[src/rtl/uwire_pkg.sv]
package uwire_pkg;

  typedef enum logic [2:0] {
    CMD_READ       = 3'd0,
    CMD_WRITE      = 3'd1,
    CMD_ERASE      = 3'd2,
    CMD_ERASE_ALL  = 3'd3,
    CMD_WRITE_ALL  = 3'd4,
    CMD_WR_ENABLE  = 3'd5,
    CMD_WR_DISABLE = 3'd6
  } uw_cmd_e;

  typedef enum logic [1:0] {
    ST_IDLE,
    ST_SHIFT,
    ST_GAP,
    ST_POLL
  } uw_state_e;

  localparam logic [1:0] OP_READ  = 2'b10;
  localparam logic [1:0] OP_WRITE = 2'b01;
  localparam logic [1:0] OP_ERASE = 2'b11;
  localparam logic [1:0] OP_EXT   = 2'b00;

  localparam logic [1:0] SUB_ERASE_ALL = 2'b10;
  localparam logic [1:0] SUB_WRITE_ALL = 2'b01;
  localparam logic [1:0] SUB_ENABLE    = 2'b11;
  localparam logic [1:0] SUB_DISABLE   = 2'b00;

endpackage

[src/rtl/uwire_frame.sv]
module uwire_frame import uwire_pkg::*; #(
  parameter int ADDR_W = 8,
  parameter int WORD_W = 16,
  parameter int CNT_W  = 5
) (
  input  logic [2:0]                   cmd_i,
  input  logic [ADDR_W-1:0]            addr_i,
  input  logic [WORD_W-1:0]            wdata_i,
  output logic [3+ADDR_W+WORD_W-1:0]   frame_o,
  output logic [CNT_W-1:0]             nclk_o,
  output logic                         prog_o,
  output logic                         rd_o
);
  localparam int HDR_W   = 3 + ADDR_W;
  localparam int FRAME_W = HDR_W + WORD_W;

  logic [1:0]        op, sub;
  logic              ext, with_data;
  logic [ADDR_W-1:0] afield;

  always_comb begin
    op        = OP_EXT;
    sub       = SUB_DISABLE;
    ext       = 1'b1;
    with_data = 1'b0;
    prog_o    = 1'b0;
    rd_o      = 1'b0;
    case (uw_cmd_e'(cmd_i))
      CMD_READ:      begin op = OP_READ;  ext = 1'b0; rd_o = 1'b1; end
      CMD_WRITE:     begin op = OP_WRITE; ext = 1'b0; with_data = 1'b1; prog_o = 1'b1; end
      CMD_ERASE:     begin op = OP_ERASE; ext = 1'b0; prog_o = 1'b1; end
      CMD_ERASE_ALL: begin sub = SUB_ERASE_ALL; prog_o = 1'b1; end
      CMD_WRITE_ALL: begin sub = SUB_WRITE_ALL; with_data = 1'b1; prog_o = 1'b1; end
      CMD_WR_ENABLE: sub = SUB_ENABLE;
      default:       sub = SUB_DISABLE;
    endcase
    afield  = ext ? {sub, {(ADDR_W-2){1'b0}}} : addr_i;
    frame_o = {1'b1, op, afield, (with_data ? wdata_i : {WORD_W{1'b0}})};
    nclk_o  = (with_data || rd_o) ? CNT_W'(FRAME_W) : CNT_W'(HDR_W);
  end

endmodule

[src/rtl/uwire_tick.sv]
module uwire_tick #(
  parameter int DIV = 4
) (
  input  logic clk_i,
  input  logic rst_ni,
  input  logic run_i,
  output logic tick_o
);
  localparam int W = (DIV > 1) ? $clog2(DIV) : 1;
  localparam logic [W-1:0] LAST = W'(DIV - 1);

  logic [W-1:0] cnt_q;

  always_ff @(posedge clk_i or negedge rst_ni) begin
    if (!rst_ni)             cnt_q <= '0;
    else if (!run_i)         cnt_q <= '0;
    else if (cnt_q == LAST)  cnt_q <= '0;
    else                     cnt_q <= cnt_q + 1'b1;
  end

  assign tick_o = run_i && (cnt_q == LAST);

endmodule

[src/rtl/uwire_timer.sv]
module uwire_timer #(
  parameter int W = 4
) (
  input  logic         clk_i,
  input  logic         rst_ni,
  input  logic         load_i,
  input  logic         en_i,
  input  logic [W-1:0] val_i,
  output logic         done_o
);
  logic [W-1:0] cnt_q;

  always_ff @(posedge clk_i or negedge rst_ni) begin
    if (!rst_ni)                   cnt_q <= '0;
    else if (load_i)               cnt_q <= val_i;
    else if (en_i && cnt_q != '0)  cnt_q <= cnt_q - 1'b1;
  end

  assign done_o = (cnt_q == '0);

endmodule

[src/rtl/uwire_eeprom_ctrl.sv]
module uwire_eeprom_ctrl import uwire_pkg::*; #(
  parameter int CLK_DIV  = 4,
  parameter int ADDR_W   = 8,
  parameter int WORD_W   = 16,
  parameter int CSL_CYC  = 13,
  parameter int POLL_MAX = 4096
) (
  input  logic              clk_i,
  input  logic              rst_ni,
  input  logic              req_valid_i,
  output logic              req_ready_o,
  input  logic [2:0]        req_cmd_i,
  input  logic [ADDR_W-1:0] req_addr_i,
  input  logic [WORD_W-1:0] req_wdata_i,
  output logic              done_o,
  output logic [WORD_W-1:0] rdata_o,
  output logic              timeout_o,
  output logic              cs_o,
  output logic              sclk_o,
  output logic              ser_do_o,
  input  logic              ser_di_i
);
  localparam int HDR_W   = 3 + ADDR_W;
  localparam int FRAME_W = HDR_W + WORD_W;
  localparam int CNT_W   = $clog2(FRAME_W + 1);
  localparam int CSL_W   = $clog2(CSL_CYC + 1);
  localparam int POLL_W  = $clog2(POLL_MAX + 1);

  uw_state_e          state_q;
  logic [FRAME_W-1:0] shreg_q, frame_w;
  logic [CNT_W-1:0]   cnt_q, nclk_w;
  logic [WORD_W-1:0]  rdsh_q, rdata_q;
  logic prog_w, rd_w, prog_q, rd_q;
  logic cs_q, sclk_q, done_q, to_q;
  logic tick, run, gap_done, poll_last;
  logic accept, shift_fin, poll_exit, gap_load, poll_load, poll_en;

  uwire_frame #(.ADDR_W(ADDR_W), .WORD_W(WORD_W), .CNT_W(CNT_W)) u_frame (
    .cmd_i   (req_cmd_i),
    .addr_i  (req_addr_i),
    .wdata_i (req_wdata_i),
    .frame_o (frame_w),
    .nclk_o  (nclk_w),
    .prog_o  (prog_w),
    .rd_o    (rd_w)
  );

  assign run = (state_q == ST_SHIFT) || (state_q == ST_POLL);

  uwire_tick #(.DIV(CLK_DIV)) u_tick (
    .clk_i  (clk_i),
    .rst_ni (rst_ni),
    .run_i  (run),
    .tick_o (tick)
  );

  assign accept    = (state_q == ST_IDLE) && gap_done && req_valid_i;
  assign shift_fin = (state_q == ST_SHIFT) && tick && sclk_q && (cnt_q == '0);
  assign poll_exit = (state_q == ST_POLL) && tick && (ser_di_i || poll_last);
  assign gap_load  = shift_fin || poll_exit;
  assign poll_load = (state_q == ST_GAP) && gap_done && prog_q;
  assign poll_en   = (state_q == ST_POLL) && tick;

  // minimum deselect interval
  uwire_timer #(.W(CSL_W)) u_gap (
    .clk_i  (clk_i),
    .rst_ni (rst_ni),
    .load_i (gap_load),
    .en_i   (1'b1),
    .val_i  (CSL_W'(CSL_CYC)),
    .done_o (gap_done)
  );

  // ready-poll sample budget
  uwire_timer #(.W(POLL_W)) u_poll (
    .clk_i  (clk_i),
    .rst_ni (rst_ni),
    .load_i (poll_load),
    .en_i   (poll_en),
    .val_i  (POLL_W'(POLL_MAX - 1)),
    .done_o (poll_last)
  );

  always_ff @(posedge clk_i or negedge rst_ni) begin
    if (!rst_ni) begin
      state_q <= ST_IDLE;
      shreg_q <= '0;
      cnt_q   <= '0;
      rdsh_q  <= '0;
      rdata_q <= '0;
      prog_q  <= 1'b0;
      rd_q    <= 1'b0;
      cs_q    <= 1'b0;
      sclk_q  <= 1'b0;
      done_q  <= 1'b0;
      to_q    <= 1'b0;
    end else begin
      done_q <= 1'b0;
      unique case (state_q)
        ST_IDLE: begin
          if (accept) begin
            shreg_q <= frame_w;
            cnt_q   <= nclk_w;
            prog_q  <= prog_w;
            rd_q    <= rd_w;
            to_q    <= 1'b0;
            cs_q    <= 1'b1;
            state_q <= ST_SHIFT;
          end
        end
        ST_SHIFT: begin
          if (tick) begin
            if (!sclk_q) begin
              sclk_q <= 1'b1;
              cnt_q  <= cnt_q - 1'b1;
            end else begin
              // device output settles after the rising edge; take it at the fall
              sclk_q <= 1'b0;
              rdsh_q <= {rdsh_q[WORD_W-2:0], ser_di_i};
              if (cnt_q == '0) begin
                if (rd_q) rdata_q <= {rdsh_q[WORD_W-2:0], ser_di_i};
                shreg_q <= '0;
                cs_q    <= 1'b0;
                state_q <= ST_GAP;
              end else begin
                shreg_q <= {shreg_q[FRAME_W-2:0], 1'b0};
              end
            end
          end
        end
        ST_GAP: begin
          if (gap_done) begin
            if (prog_q) begin
              prog_q  <= 1'b0;
              cs_q    <= 1'b1;
              state_q <= ST_POLL;
            end else begin
              done_q  <= 1'b1;
              state_q <= ST_IDLE;
            end
          end
        end
        ST_POLL: begin
          if (poll_exit) begin
            to_q    <= !ser_di_i;
            cs_q    <= 1'b0;
            state_q <= ST_GAP;
          end
        end
        default: state_q <= ST_IDLE;
      endcase
    end
  end

  assign req_ready_o = (state_q == ST_IDLE) && gap_done;
  assign done_o      = done_q;
  assign timeout_o   = done_q && to_q;
  assign rdata_o     = rdata_q;
  assign cs_o        = cs_q;
  assign sclk_o      = sclk_q;
  assign ser_do_o    = shreg_q[FRAME_W-1];

endmodule

[config.mk]
export PLATFORM = sky130hd
export DESIGN_NAME = uwire_eeprom_ctrl
export DESIGN_NICKNAME = d
export VERILOG_FILES = /design/src/rtl/uwire_pkg.sv /design/src/rtl/uwire_frame.sv /design/src/rtl/uwire_tick.sv /design/src/rtl/uwire_timer.sv /design/src/rtl/uwire_eeprom_ctrl.sv
export SDC_FILE = /design/constraint.sdc
export NUM_CORES = 1
export LEC_CHECK = 0
export BUFFER_PORTS_ARGS = -buffer_cell sky130_fd_sc_hd__buf_2
export CAP_MARGIN = 20
export CORE_ASPECT_RATIO = 0.5
export CORE_MARGIN = 1
export CORE_UTILIZATION = 64
export DETAILED_ROUTE_END_ITERATION = 7
export PLACE_DENSITY = 0.86
export SYNTH_ARGS = -nofsm -noshare
export SYNTH_HDL_FRONTEND = slang
export SYNTH_HIERARCHICAL = 1
export SYNTH_SLANG_ARGS = --single-unit
[constraint.sdc]
create_clock -name clk_i -period 3.4 [get_ports clk_i]
set_input_delay 1.02 -clock clk_i [delete_from_list [all_inputs] [get_ports clk_i]]
set_output_delay 1.02 -clock clk_i [all_outputs]
set_load 0.02 [all_outputs]
# After elaboration in Yosys (flattened, before gate mapping)
# Index checks and enable logic that the tools add are counted.
[classes]
n_mux = 49
add_sub_neg = 4
n_eq_ne = 17
reduce_logical = 42
[ops]
columns = ["cell", "count"]
rows = [
  ["27-bit two-way mux", 4],
  ["27-bit one-hot mux with 2 select lines", 1],
  ["13-bit two-way mux", 2],
  ["5-bit two-way mux", 4],
  ["1-bit two-way mux", 18],
  ["2-bit two-way mux", 9],
  ["16-bit two-way mux", 1],
  ["2-bit != test (second input constant)", 7],
  ["13-bit logical NOT", 1],
  ["13-bit nonzero test", 1],
  ["13-bit by 1-bit subtractor with 13-bit output (second input constant)", 1],
  ["1-bit logical AND", 12],
  ["2-bit one-hot mux with 3 select lines", 2],
  ["5-bit one-hot mux with 2 select lines", 1],
  ["2-bit nonzero test", 5],
  ["3-bit AND reduction", 3],
  ["4-bit two-way mux", 2],
  ["8-bit two-way mux", 1],
  ["2-bit one-hot mux with 4 select lines", 1],
  ["4-bit AND reduction", 2],
  ["7-bit AND reduction", 1],
  ["2-bit == test (second input constant)", 3],
  ["3-bit by 2-bit == test with 1-bit output (second input constant)", 2],
  ["3-bit == test (second input constant)", 2],
  ["other kinds (21)", 26],
]
[totals]
elab_cells = 126
register_bits = 90
inputBits = 31
output_inout_bits = 22

# Depth between registers and ports, before layout
# Gate-level depths: netlist of the first run.
[depth]
depth_word = 8
depth_mapped = 11
mapped_depth_nobuf = 10

# Modules after synthesis
# Netlist of the first run, hierarchy kept.
[modules_own_cells]
columns = ["module", "area_each_um2", "instances", "cells_per_inst", "seq_area_each_um2"]
rows = [
  ["uwire_eeprom_ctrl", 3343.2, 1, 339, 1776.7],
  ["uwire_timer at u_poll", 898.4, 1, 103, 325.3],
  ["uwire_frame", 392.9, 1, 48, 0.0],
  ["uwire_timer at u_gap", 270.3, 1, 27, 100.1],
  ["uwire_tick", 88.8, 1, 6, 50.0],
]

# Worst setup path after synthesis of the first run
# Ideal clock, no wire load.
[synth_path]
path_type = "register -> output"
start = "register u_gap.cnt_q[0]"
end = "output port req_ready_o"
setup_slack_ns = 0.971
n_path_buf = 0
stages_incl_launch_ff = 6
t_arrival_ns = 1.409
t_required_ns = 2.380
cell_sequence = "dfrtp_1 inv_1 ha_1 nor3b_2 nand2b_1 nor2_1"
[synth_between]
elab_chain_len = 2
[synth_lines]
columns = ["element", "line", "text"]
rows = [
  ["start, declared", "uwire_timer.sv:11", "logic [W-1:0] cnt_q;"],
  ["start signal, assigned", "uwire_timer.sv:15", "else if (load_i) cnt_q <= val_i;"],
  ["start signal, assigned", "uwire_timer.sv:16", "else if (en_i && cnt_q != '0) cnt_q <= cnt_q - 1'b1;"],
  ["4-bit logical NOT", "uwire_timer.sv:19", "assign done_o = (cnt_q == '0);"],
  ["net gap_done", "uwire_eeprom_ctrl.sv:35", "logic tick, run, gap_done, poll_last;"],
  ["1-bit logical AND", "uwire_eeprom_ctrl.sv:155", "assign req_ready_o = (state_q == ST_IDLE) && gap_done;"],
  ["end, declared", "uwire_eeprom_ctrl.sv:11", "output logic req_ready_o,"],
]
# The timed path passes the listed nets, and every way through them passes these cells.

# Worst setup path after layout of the first run
# Ends and elaborated chain as after synthesis.

==> flow_metrics.env, run 1 <==
export IMPL_cts_setup_buffers=0
export IMPL_initial_core_util_pct=67.2
export IMPL_clock_latency_ps=340
export IMPL_whs_ps=463
export IMPL_endpoint_kind="output port"
export IMPL_drive_gt1_share_pct=20.7
export IMPL_required_ps=2380
export IMPL_wl_met1_um=4760
export IMPL_combPwrFrac_pct=31.5
export IMPL_met3WireLength_um=462
export IMPL_path_max_fanout=10
export IMPL_maxSlewViolCount=0
export IMPL_worst_slew_pin_slew_ps=659
export IMPL_drt_iter0_drc=358
export IMPL_yosysTopAreaCell="dfrtp_1"
export IMPL_track_usage_pct=28.3
export IMPL_vias_per_cell=5.83
export IMPL_synth_edf_count=0
export IMPL_finalSetupTns_ps=0
export IMPL_endpoint="req_ready_o"
export IMPL_p_leak_nw=2.66
export IMPL_die_h_um=64.5
export IMPL_dpl_instance_area_um2=5290
export IMPL_grt_pass1_wl_um=18000
export IMPL_min_path_type="reg2reg"
export IMPL_ir_drop_uv=327
export IMPL_antennaDiodeCount=0
export IMPL_switching_share_pct=35.2
export IMPL_ctsHoldBuffers=0
export IMPL_yosysWarnings=6
export IMPL_cts_buffers=9
export IMPL_yosys_cell_types_count=67
export IMPL_fp_row_count=22
export IMPL_fp_dieW_um=127
export IMPL_rsz0062_at_grt="no"
export IMPL_async_flop_share_pct=100
export IMPL_critPathLaunch="u_gap/cnt_q[0]"
export IMPL_worst_hold_path_num_cells=1
export IMPL_root_buffer="clkbuf_16"
export IMPL_rr_worst_depth=7
export IMPL_relSlewSlack_pct=56.0
export IMPL_clockBufferDepth=2
export IMPL_setup_viol=0
export IMPL_cts_resized=0
export IMPL_timing_max_cap_violations=0
export IMPL_antenna_found_initial=0
export IMPL_r2r_slack_ps=800
export IMPL_yosysTopAreaCellShare_pct=45.1
export IMPL_drt_wl_total_um=10500
export IMPL_pwr_share_seq_pct=41.6
export IMPL_p_switching_mw=1.39
export IMPL_dr_pass1_iters=5
export IMPL_pwr_share_clk_pct=26.9
export IMPL_min_period_over_period_pct=86.5
export IMPL_grt_max_degree=53
export IMPL_ys_seq_elements=90
export IMPL_die_area_um2=8180
export IMPL_core_area_um2=7430
export IMPL_skew_ps=6.44
export IMPL_critical_path_class="reg2out"
export IMPL_top_level_ports=53
export IMPL_yosys_top_cells_count="nand2_1 (92), dfrtp_1 (90), nor3_1 (31)"
export IMPL_clk_pin_slew_ps=60
export IMPL_place_congestion=0.796
export IMPL_synthFlopType="dfrtp_1"
export IMPL_status="completed"
export IMPL_synth_seq_area_share_pct=45.1
export IMPL_drtAntennaViolNets=0
export IMPL_hold_violations=0
export IMPL_fmax_mhz=340
export IMPL_syn_area_um2=4990
export IMPL_cts_sinks=90
export IMPL_topRoutingLayerUsed="met4"
export IMPL_drc_errors=0
export IMPL_cellPowerDensity_nw_per_um2=703
export IMPL_cellInternalPower_mw=2.56
export IMPL_syn_inst=523
export IMPL_wl_met2_um=5070
export IMPL_cts_max_level=3
export IMPL_fin_area_um2=5610
export IMPL_syn_avg_cell_area_um2=9.55
export IMPL_cp_start_kind="flip-flop"
export IMPL_r2r_end="shreg_q[14]"
export IMPL_numPortBuffers=52
export IMPL_worstPathArrival_ps=1920
export IMPL_wire_per_inst_um=15.6
export IMPL_yosysMostFrequentCell="nand2_1"
export IMPL_grt_remaining_overflow=0
export IMPL_synth_area_leaders="dfrtp_1 (45%), nand2_1 (6.9%), a31oi_1 (3.4%)"
export IMPL_nets=611
export IMPL_area_growth_pct=12.4
export IMPL_hpwl_um=6840
export IMPL_vias=3944
export IMPL_grt_pass1_vias=3818
export IMPL_rr_startpoint="u_gap/cnt_q[0]"
export IMPL_min_period_ps=2940
export IMPL_cts_tree="built"
cell usage in the layout (no fill, tap or decap), drive strengths merged, types with 4 or more instances in the layout:
| cell | Yosys | layout |
|---|---|---|
| nand2 | 92 | 92 |
| dfrtp | 90 | 90 |
| buf | 26 | 62 |
| nor3 | 31 | 31 |
| nand3 | 30 | 30 |
| a31oi | 27 | 27 |
| conb | 4 | 26 |
| nor3b | 23 | 23 |
| nor2 | 20 | 20 |
| inv | 19 | 20 |
| mux2 | 19 | 19 |
| o21ai | 14 | 14 |
| a21oi | 13 | 13 |
| and2 | 12 | 12 |
| clkbuf | 17 | 10 |
| nand2b | 5 | 5 |
| ha | 5 | 5 |
| nand4 | 5 | 5 |
| and3 | 4 | 4 |
| nor2b | 4 | 4 |
| o22ai | 4 | 4 |
| xnor2 | 4 | 4 |
| nor4b | 4 | 4 |
sequential cells by signal (all words and copies together), names as in the netlist:
name and count:
shreg_q 27, cs_o 1, done_o 1, to_q 1, rd_q 1, prog_q 1, u_gap/cnt_q 4, u_tick/cnt_q 2
cnt_q 5, u_poll/cnt_q 13, rdsh_q 15, rdata_o 16, sclk_o 1, state_q 2
cell families (layout without fill, tap and decap cells):
family	count (synthesis)	after routing	share of synthesized area [%]
adder cells (fa/ha/maj)	5	5	1.25
flip-flops	90	90	45.1
AO/OA/AOI/OAI	90	90	12.1
buffers and inverters	62	97	6.49
multiplexers	21	21	5.44
AND/OR/NAND/NOR	246	246	28.1
other	4	26	0.301
XOR/XNOR	5	5	1.25
critical path, stage by stage, from the launching register on:
cell	delay, ps
dfrtp_1	410
inv_1	80
ha_1	200
nor3b_2	450
nand2b_1	170
nor2_1	100
buf_2	170
power by group through the flow:
stage / sequential (mW) / clock [mW] / combinational (mW)
after detailed placement: 1.65 / 0 / 1.23
after floorplan: 1.58 / 0 / 1.01
after global placement: 1.63 / 0 / 1.17
after global routing: 1.69 / 1.12 / 1.40
final: 1.64 / 1.06 / 1.24
after CTS: 1.64 / 1.07 / 1.25
worst min-delay path by stage:
stage,slack [ps],endpoint,from
floorplan,430,u_tick/cnt_q[0],u_tick/cnt_q[0]
global placement,440,u_tick/cnt_q[0],u_tick/cnt_q[0]
detailed placement,450,u_tick/cnt_q[0],u_tick/cnt_q[0]
CTS,460,u_tick/cnt_q[0],u_tick/cnt_q[0]
global route,470,u_tick/cnt_q[0],u_tick/cnt_q[0]
finish,460,u_tick/cnt_q[0],u_tick/cnt_q[0]
per-layer routing:
layer	vias to the layer above	track usage, %
met5	-	0
met4	0	10.7
met3	26	6.52
met2	121	47.3
met1	1879	36.6
li1	1918	-
through the flow:
stage	setup WS (ps)	cells	power, mW	utilization [%]
after floorplan	971	545	2.59	-
after global placement	899	660	2.80	71.2
after detailed placement	822	660	2.88	71.2
after CTS	455	676	3.96	75.5
after global routing	265	676	4.21	75.5
final	460	676	3.95	75.5
area by class of cell:
class / instances / area [um^2]
clock inverters: 6 / 90.1
fillers: 500 / 1820
repair buffers: 62 / 350
inverters: 19 / 71.3
multi-input cells: 393 / 2500
clock buffers: 10 / 229
well taps: 96 / 120
flip-flops and latches: 90 / 2250
(Power assumes the default switching activity.)
==> inputs of run 2 (changes only) <==
==> constraint.sdc (replaced) <==
create_clock -name clk_i -period 3.4 [get_ports clk_i]
set_input_delay 1.02 -clock clk_i [delete_from_list [all_inputs] [get_ports clk_i]]
set_output_delay 1.02 -clock clk_i [all_outputs]
set_load 0.01 [all_outputs]
==> run 2 against run 1 <==
Clock-buffer cell count fell by 1. Total power decreased by 1.9%. Combinational power about the same. Sequential power about the same. Non-clock buffer count rose by 1. Design area decreased by 0.22%. Worst setup slack worse by 18 ps. Critical path type unchanged.
==> flow_metrics.env, run 2 (synthesis gave the netlist of run 1 again) <==
export IMPL_status="completed"
export IMPL_setup_viol=0
export IMPL_nets=612
export IMPL_area_growth_pct=12.2
export IMPL_hold_violations=0
export IMPL_fp_row_count=22
export IMPL_rsz0062_at_grt="no"
export IMPL_numPortBuffers=52
export IMPL_path_max_fanout=10
export IMPL_critical_path_class="reg2out"
export IMPL_ir_drop_uv=338
export IMPL_cts_sinks=90
export IMPL_antenna_found_initial=0
export IMPL_worst_hold_path_num_cells=1
export IMPL_worst_slew_pin_slew_ps=616
export IMPL_place_congestion=0.840
export IMPL_hpwl_um=6690
export IMPL_root_buffer="clkbuf_16"
export IMPL_drt_wl_total_um=10400
export IMPL_whs_ps=463
export IMPL_r2r_slack_ps=780
export IMPL_min_period_over_period_pct=87.0
export IMPL_timing_max_cap_violations=0
export IMPL_relSlewSlack_pct=58.9
export IMPL_track_usage_pct=28.4
export IMPL_fin_ws_ps=442
export IMPL_fmax_mhz=338
export IMPL_core_area_um2=7430
export IMPL_drt_iter0_drc=378
export IMPL_ctsHoldBuffers=0
export IMPL_dr_pass1_iters=5
export IMPL_grt_remaining_overflow=0
export IMPL_min_period_ps=2960
export IMPL_die_h_um=64.5
export IMPL_min_from="u_tick/cnt_q[0]"
export IMPL_antennaDiodeCount=0
export IMPL_drc_errors=0
export IMPL_min_path_type="reg2reg"
export IMPL_rr_worst_depth=6
export IMPL_initial_core_util_pct=67.2
export IMPL_clock_latency_ps=340
export IMPL_top_level_ports=53
export IMPL_cts_tree="built"
export IMPL_final_core_util_pct=75.4
export IMPL_largest_reg_flops=27
export IMPL_clk_pin_slew_ps=70
export IMPL_p_leak_nw=2.66
export IMPL_regMostFlops="shreg_q"
export IMPL_power_total_mw=3.87
export IMPL_final_common_cell="nand2_1"
export IMPL_grt_pass1_vias=3748
export IMPL_cts_max_level=3
export IMPL_min_to="u_tick/cnt_q[0]"
export IMPL_cts_buffers=9
export IMPL_drive_gt1_share_pct=20.9
export IMPL_n_fill_cell=527
export IMPL_required_ps=2380
export IMPL_maxSlewViolCount=0
export IMPL_cts_resized=0
export IMPL_cts_setup_buffers=0
export IMPL_r2r_end="u_poll/cnt_q[11]"
export IMPL_cellPowerDensity_nw_per_um2=692
export IMPL_layout_common_cells="nand2_1 (92), dfrtp_1 (90), buf_2 (51)"
export IMPL_rr_startpoint="state_q[0]"
export IMPL_endpoint_kind="output port"
export IMPL_finalSetupTns_ps=0
export IMPL_clockBufferDepth=2
export IMPL_vias=3890
export IMPL_drtAntennaViolNets=0
export IMPL_grt_max_degree=53
export IMPL_worstPathArrival_ps=1940
export IMPL_die_area_um2=8180
export IMPL_grt_pass1_wl_um=18100
export IMPL_wire_per_inst_um=15.3
export IMPL_fp_dieW_um=127
export IMPL_skew_ps=8.84
export IMPL_vias_per_cell=5.75
export IMPL_cp_start_kind="flip-flop"
export IMPL_place_ws_ps=847
## run 2: changes by cell type in the layout (fill, tap and decap cells not counted), sizes merged
cell	delta
clkinvlp	-1
buf	+1
inv	+2
bufinv	-1
clkbuf	-1
## run 2: routing by layer
metal  vias to the layer above  GRT usage, %  share of wire, %
met2                       119          46.6                48
met1                      1844          38.0                46
met3                        10          5.95               4.4
met5                         -             0                 0
li1                       1917             -                 -
met4                         0          9.67               1.0
## run 2: stage by stage
stage | cell area [um^2] | std cells
floorplan | 5080 | 545
global placement | 5300 | 661
detailed placement | 5300 | 661
CTS | 5600 | 676
global route | 5600 | 676
finish | 5600 | 676
## run 2: area by class of cell
| type | instances | area, um^2 | area share, % |
|---|---|---|---|
| well taps | 96 | 120 | 2.14 |
| repair buffers | 63 | 358 | 6.39 |
| inverters | 19 | 71.3 | 1.27 |
| clock buffers | 9 | 225 | 4.02 |
| clock inverters | 6 | 73.8 | 1.32 |
| multi-input cells | 393 | 2500 | 44.6 |
| flip-flops and latches | 90 | 2250 | 40.2 |
## run 2: worst max-delay path, stage by stage (launching register included)
cell and delay, ps:
dfrtp_1 410, inv_1 70, ha_1 200, nor3b_2 480, nand2b_1 190, nor2_1 110, buf_2 140
## run 2: power breakdown
| part | leakage [nW] | switching [mW] | internal [mW] | total (mW) |
|---|---|---|---|---|
| sequential | 1.09 | 0.269 | 1.38 | 1.65 |
| clock | 0.147 | 0.425 | 0.576 | 1.00 |
| combinational | 1.42 | 0.693 | 0.537 | 1.23 |
| total | 2.66 | 1.39 | 2.49 | 3.87 |
## run 2: how the worst max path moves through the flow
stage                     cells after the start           to  slack, ps      startpoint
final                                         6  req_ready_o        440  u_gap/cnt_q[0]
after global routing                          6  req_ready_o        300  u_gap/cnt_q[0]
after CTS                                     6  req_ready_o        480  u_gap/cnt_q[0]
after detailed placement                      6  req_ready_o        850  u_gap/cnt_q[0]
after global placement                        6  req_ready_o        910  u_gap/cnt_q[0]
after floorplan                               5  req_ready_o       1090  u_gap/cnt_q[0]
==> inputs of run 3 (changes only) <==
--- a/config.mk
+++ b/config.mk
@@ -5,13 +5,13 @@
 export SDC_FILE = /design/constraint.sdc
 export NUM_CORES = 1
 export LEC_CHECK = 0
-export BUFFER_PORTS_ARGS = -buffer_cell sky130_fd_sc_hd__buf_2
 export CAP_MARGIN = 20
 export CORE_ASPECT_RATIO = 0.5
 export CORE_MARGIN = 1
 export CORE_UTILIZATION = 64
 export DETAILED_ROUTE_END_ITERATION = 7
-export PLACE_DENSITY = 0.86
+export DONT_BUFFER_PORTS = 1
+export PLACE_DENSITY = 0.8
 export SYNTH_ARGS = -nofsm -noshare
 export SYNTH_HDL_FRONTEND = slang
 export SYNTH_HIERARCHICAL = 1
==> run 3 against run 2 <==
Utilization shrank 4.0 points. Total power shrank 3.5%. First-iteration DRC count fell by 22%. Combinational power down 9%. Wire length shrank 7.8%. Clock skew decreased by 4.0 ps.
==> flow_metrics.env, run 3 (synthesis gave the netlist of run 1 again) <==
export IMPL_place_congestion=0.780
export IMPL_hold_violations=0
export IMPL_min_period_over_period_pct=84.6
export IMPL_place_ws_ps=875
export IMPL_die_area_um2=8180
export IMPL_vias=3733
export IMPL_grt_max_degree=91
export IMPL_setup_viol=0
export IMPL_maxSlewViolCount=0
export IMPL_required_ps=2380
export IMPL_cts_buffers=9
export IMPL_root_buffer="clkbuf_16"
export IMPL_fp_row_count=22
export IMPL_vias_per_cell=5.99
export IMPL_ir_drop_uv=412
export IMPL_p_leak_nw=2.41
export IMPL_track_usage_pct=25.3
export IMPL_regArea_um2=2250
export IMPL_use_met3_pct=7.02
export IMPL_antenna_found_initial=0
export IMPL_largest_reg_flops=27
export IMPL_grt_remaining_overflow=0
export IMPL_regMostFlops="shreg_q"
export IMPL_timing_max_cap_violations=0
export IMPL_critical_path_class="reg2out"
export IMPL_n_fill_cell=562
export IMPL_min_period_ps=2880
export IMPL_rsz0062_at_grt="no"
export IMPL_drive_gt1_share_pct=12.9
export IMPL_fp_dieW_um=127
export IMPL_top_level_ports=53
export IMPL_relSlewSlack_pct=60.3
export IMPL_cts_setup_buffers=0
export IMPL_drc_errors=0
export IMPL_cts_resized=0
export IMPL_clock_latency_ps=350
export IMPL_cellPowerDensity_nw_per_um2=705
export IMPL_drt_iter0_drc=296
export IMPL_grt_pass1_wl_um=16100
export IMPL_cts_max_level=3
export IMPL_globalRoute_busiestLayer="met2"
export IMPL_wire_per_inst_um=15.4
export IMPL_clockBufferDepth=2
export IMPL_drtAntennaViolNets=0
export IMPL_cts_tree="built"
export IMPL_nets=558
export IMPL_skew_ps=4.85
export IMPL_met1_usage_pct=34.9
export IMPL_drt_wl_total_um=9570
export IMPL_fin_ws_ps=523
export IMPL_layout_common_cells="nand2_1 (92), dfrtp_1 (90), nor3_1 (31)"
export IMPL_worstPathArrival_ps=1860
export IMPL_die_h_um=64.5
export IMPL_grt_pass1_vias=3430
export IMPL_initial_core_util_pct=67.2
export IMPL_area_growth_pct=6.21
export IMPL_numPortBuffers=0
export IMPL_multi_input_area_um2=2500
export IMPL_core_area_um2=7430
export IMPL_final_common_cell="nand2_1"
export IMPL_finalSetupTns_ps=0
export IMPL_cts_sinks=90
export IMPL_cp_start_kind="flip-flop"
export IMPL_endpoint_kind="output port"
export IMPL_worst_slew_pin_slew_ps=596
export IMPL_fmax_mhz=348
export IMPL_dr_pass1_iters=5
export IMPL_clk_pin_slew_ps=70
export IMPL_power_total_mw=3.74
export IMPL_ctsHoldBuffers=0
export IMPL_antennaDiodeCount=0
export IMPL_path_max_fanout=10
export IMPL_status="completed"
export IMPL_hpwl_um=6090
export IMPL_min_path_type="in2async"
export IMPL_use_met2_pct=39.3
[run 3: layer usage]
layer  vias to the layer above  share of wire [%]  routed length [um]
met3                        13                6.0                 572
met5                         -                  0                   0
met2                       108                 46                4400
met4                         0                1.0                  99
met1                      1799                 47                4490
li1                       1813                  -                   -
[run 3: cell type report]
| cell class | instances | share of cell area (%) |
|---|---|---|
| Clock buffer | 10 | 4.51 |
| Multi-Input combinational cell | 393 | 47.1 |
| Timing Repair Buffer | 9 | 1.27 |
| Clock inverter | 6 | 1.01 |
| Inverter | 19 | 1.34 |
| Tap cell | 96 | 2.26 |
| Sequential cell | 90 | 42.5 |
[run 3: worst paths after layout]
check,from,end,slack (ps),cells past startpoint
max,u_gap/cnt_q[0],req_ready_o,520,5
min,rst_ni,u_poll/cnt_q[8],360,0
max reg2reg,u_poll/cnt_q[0],u_gap/cnt_q[3],880,10
min reg2reg,u_tick/cnt_q[0],u_tick/cnt_q[0],480,1
max in group asynchronous,rst_ni,shreg_q[17],2910,0
min in group clk_i,u_tick/cnt_q[0],u_tick/cnt_q[0],480,1
[run 3: worst max-delay path, stage by stage, from the launching register on]
cell,delay (ps)
dfrtp_1,410
inv_1,70
ha_1,190
nor3b_2,450
nand2b_1,170
nor2_1,210
[run 3: stage by stage]
stage | util (%) | cells | area (um^2) | hold slack [ps]
CTS | 71.4 | 623 | 5300 | 358
finish | 71.4 | 623 | 5300 | 364
global placement | 67.4 | 607 | 5010 | 445
floorplan | - | 545 | 5080 | 429
global route | 71.4 | 623 | 5300 | 351
detailed placement | 67.4 | 607 | 5010 | 456
[run 3: report_power, final]
group	switching, mW	internal [mW]	total, mW	leakage, nW
Sequential	0.268	1.38	1.64	1.09
Clock	0.443	0.531	0.974	0.142
Combinational	0.617	0.506	1.12	1.17
Total	1.33	2.41	3.74	2.41
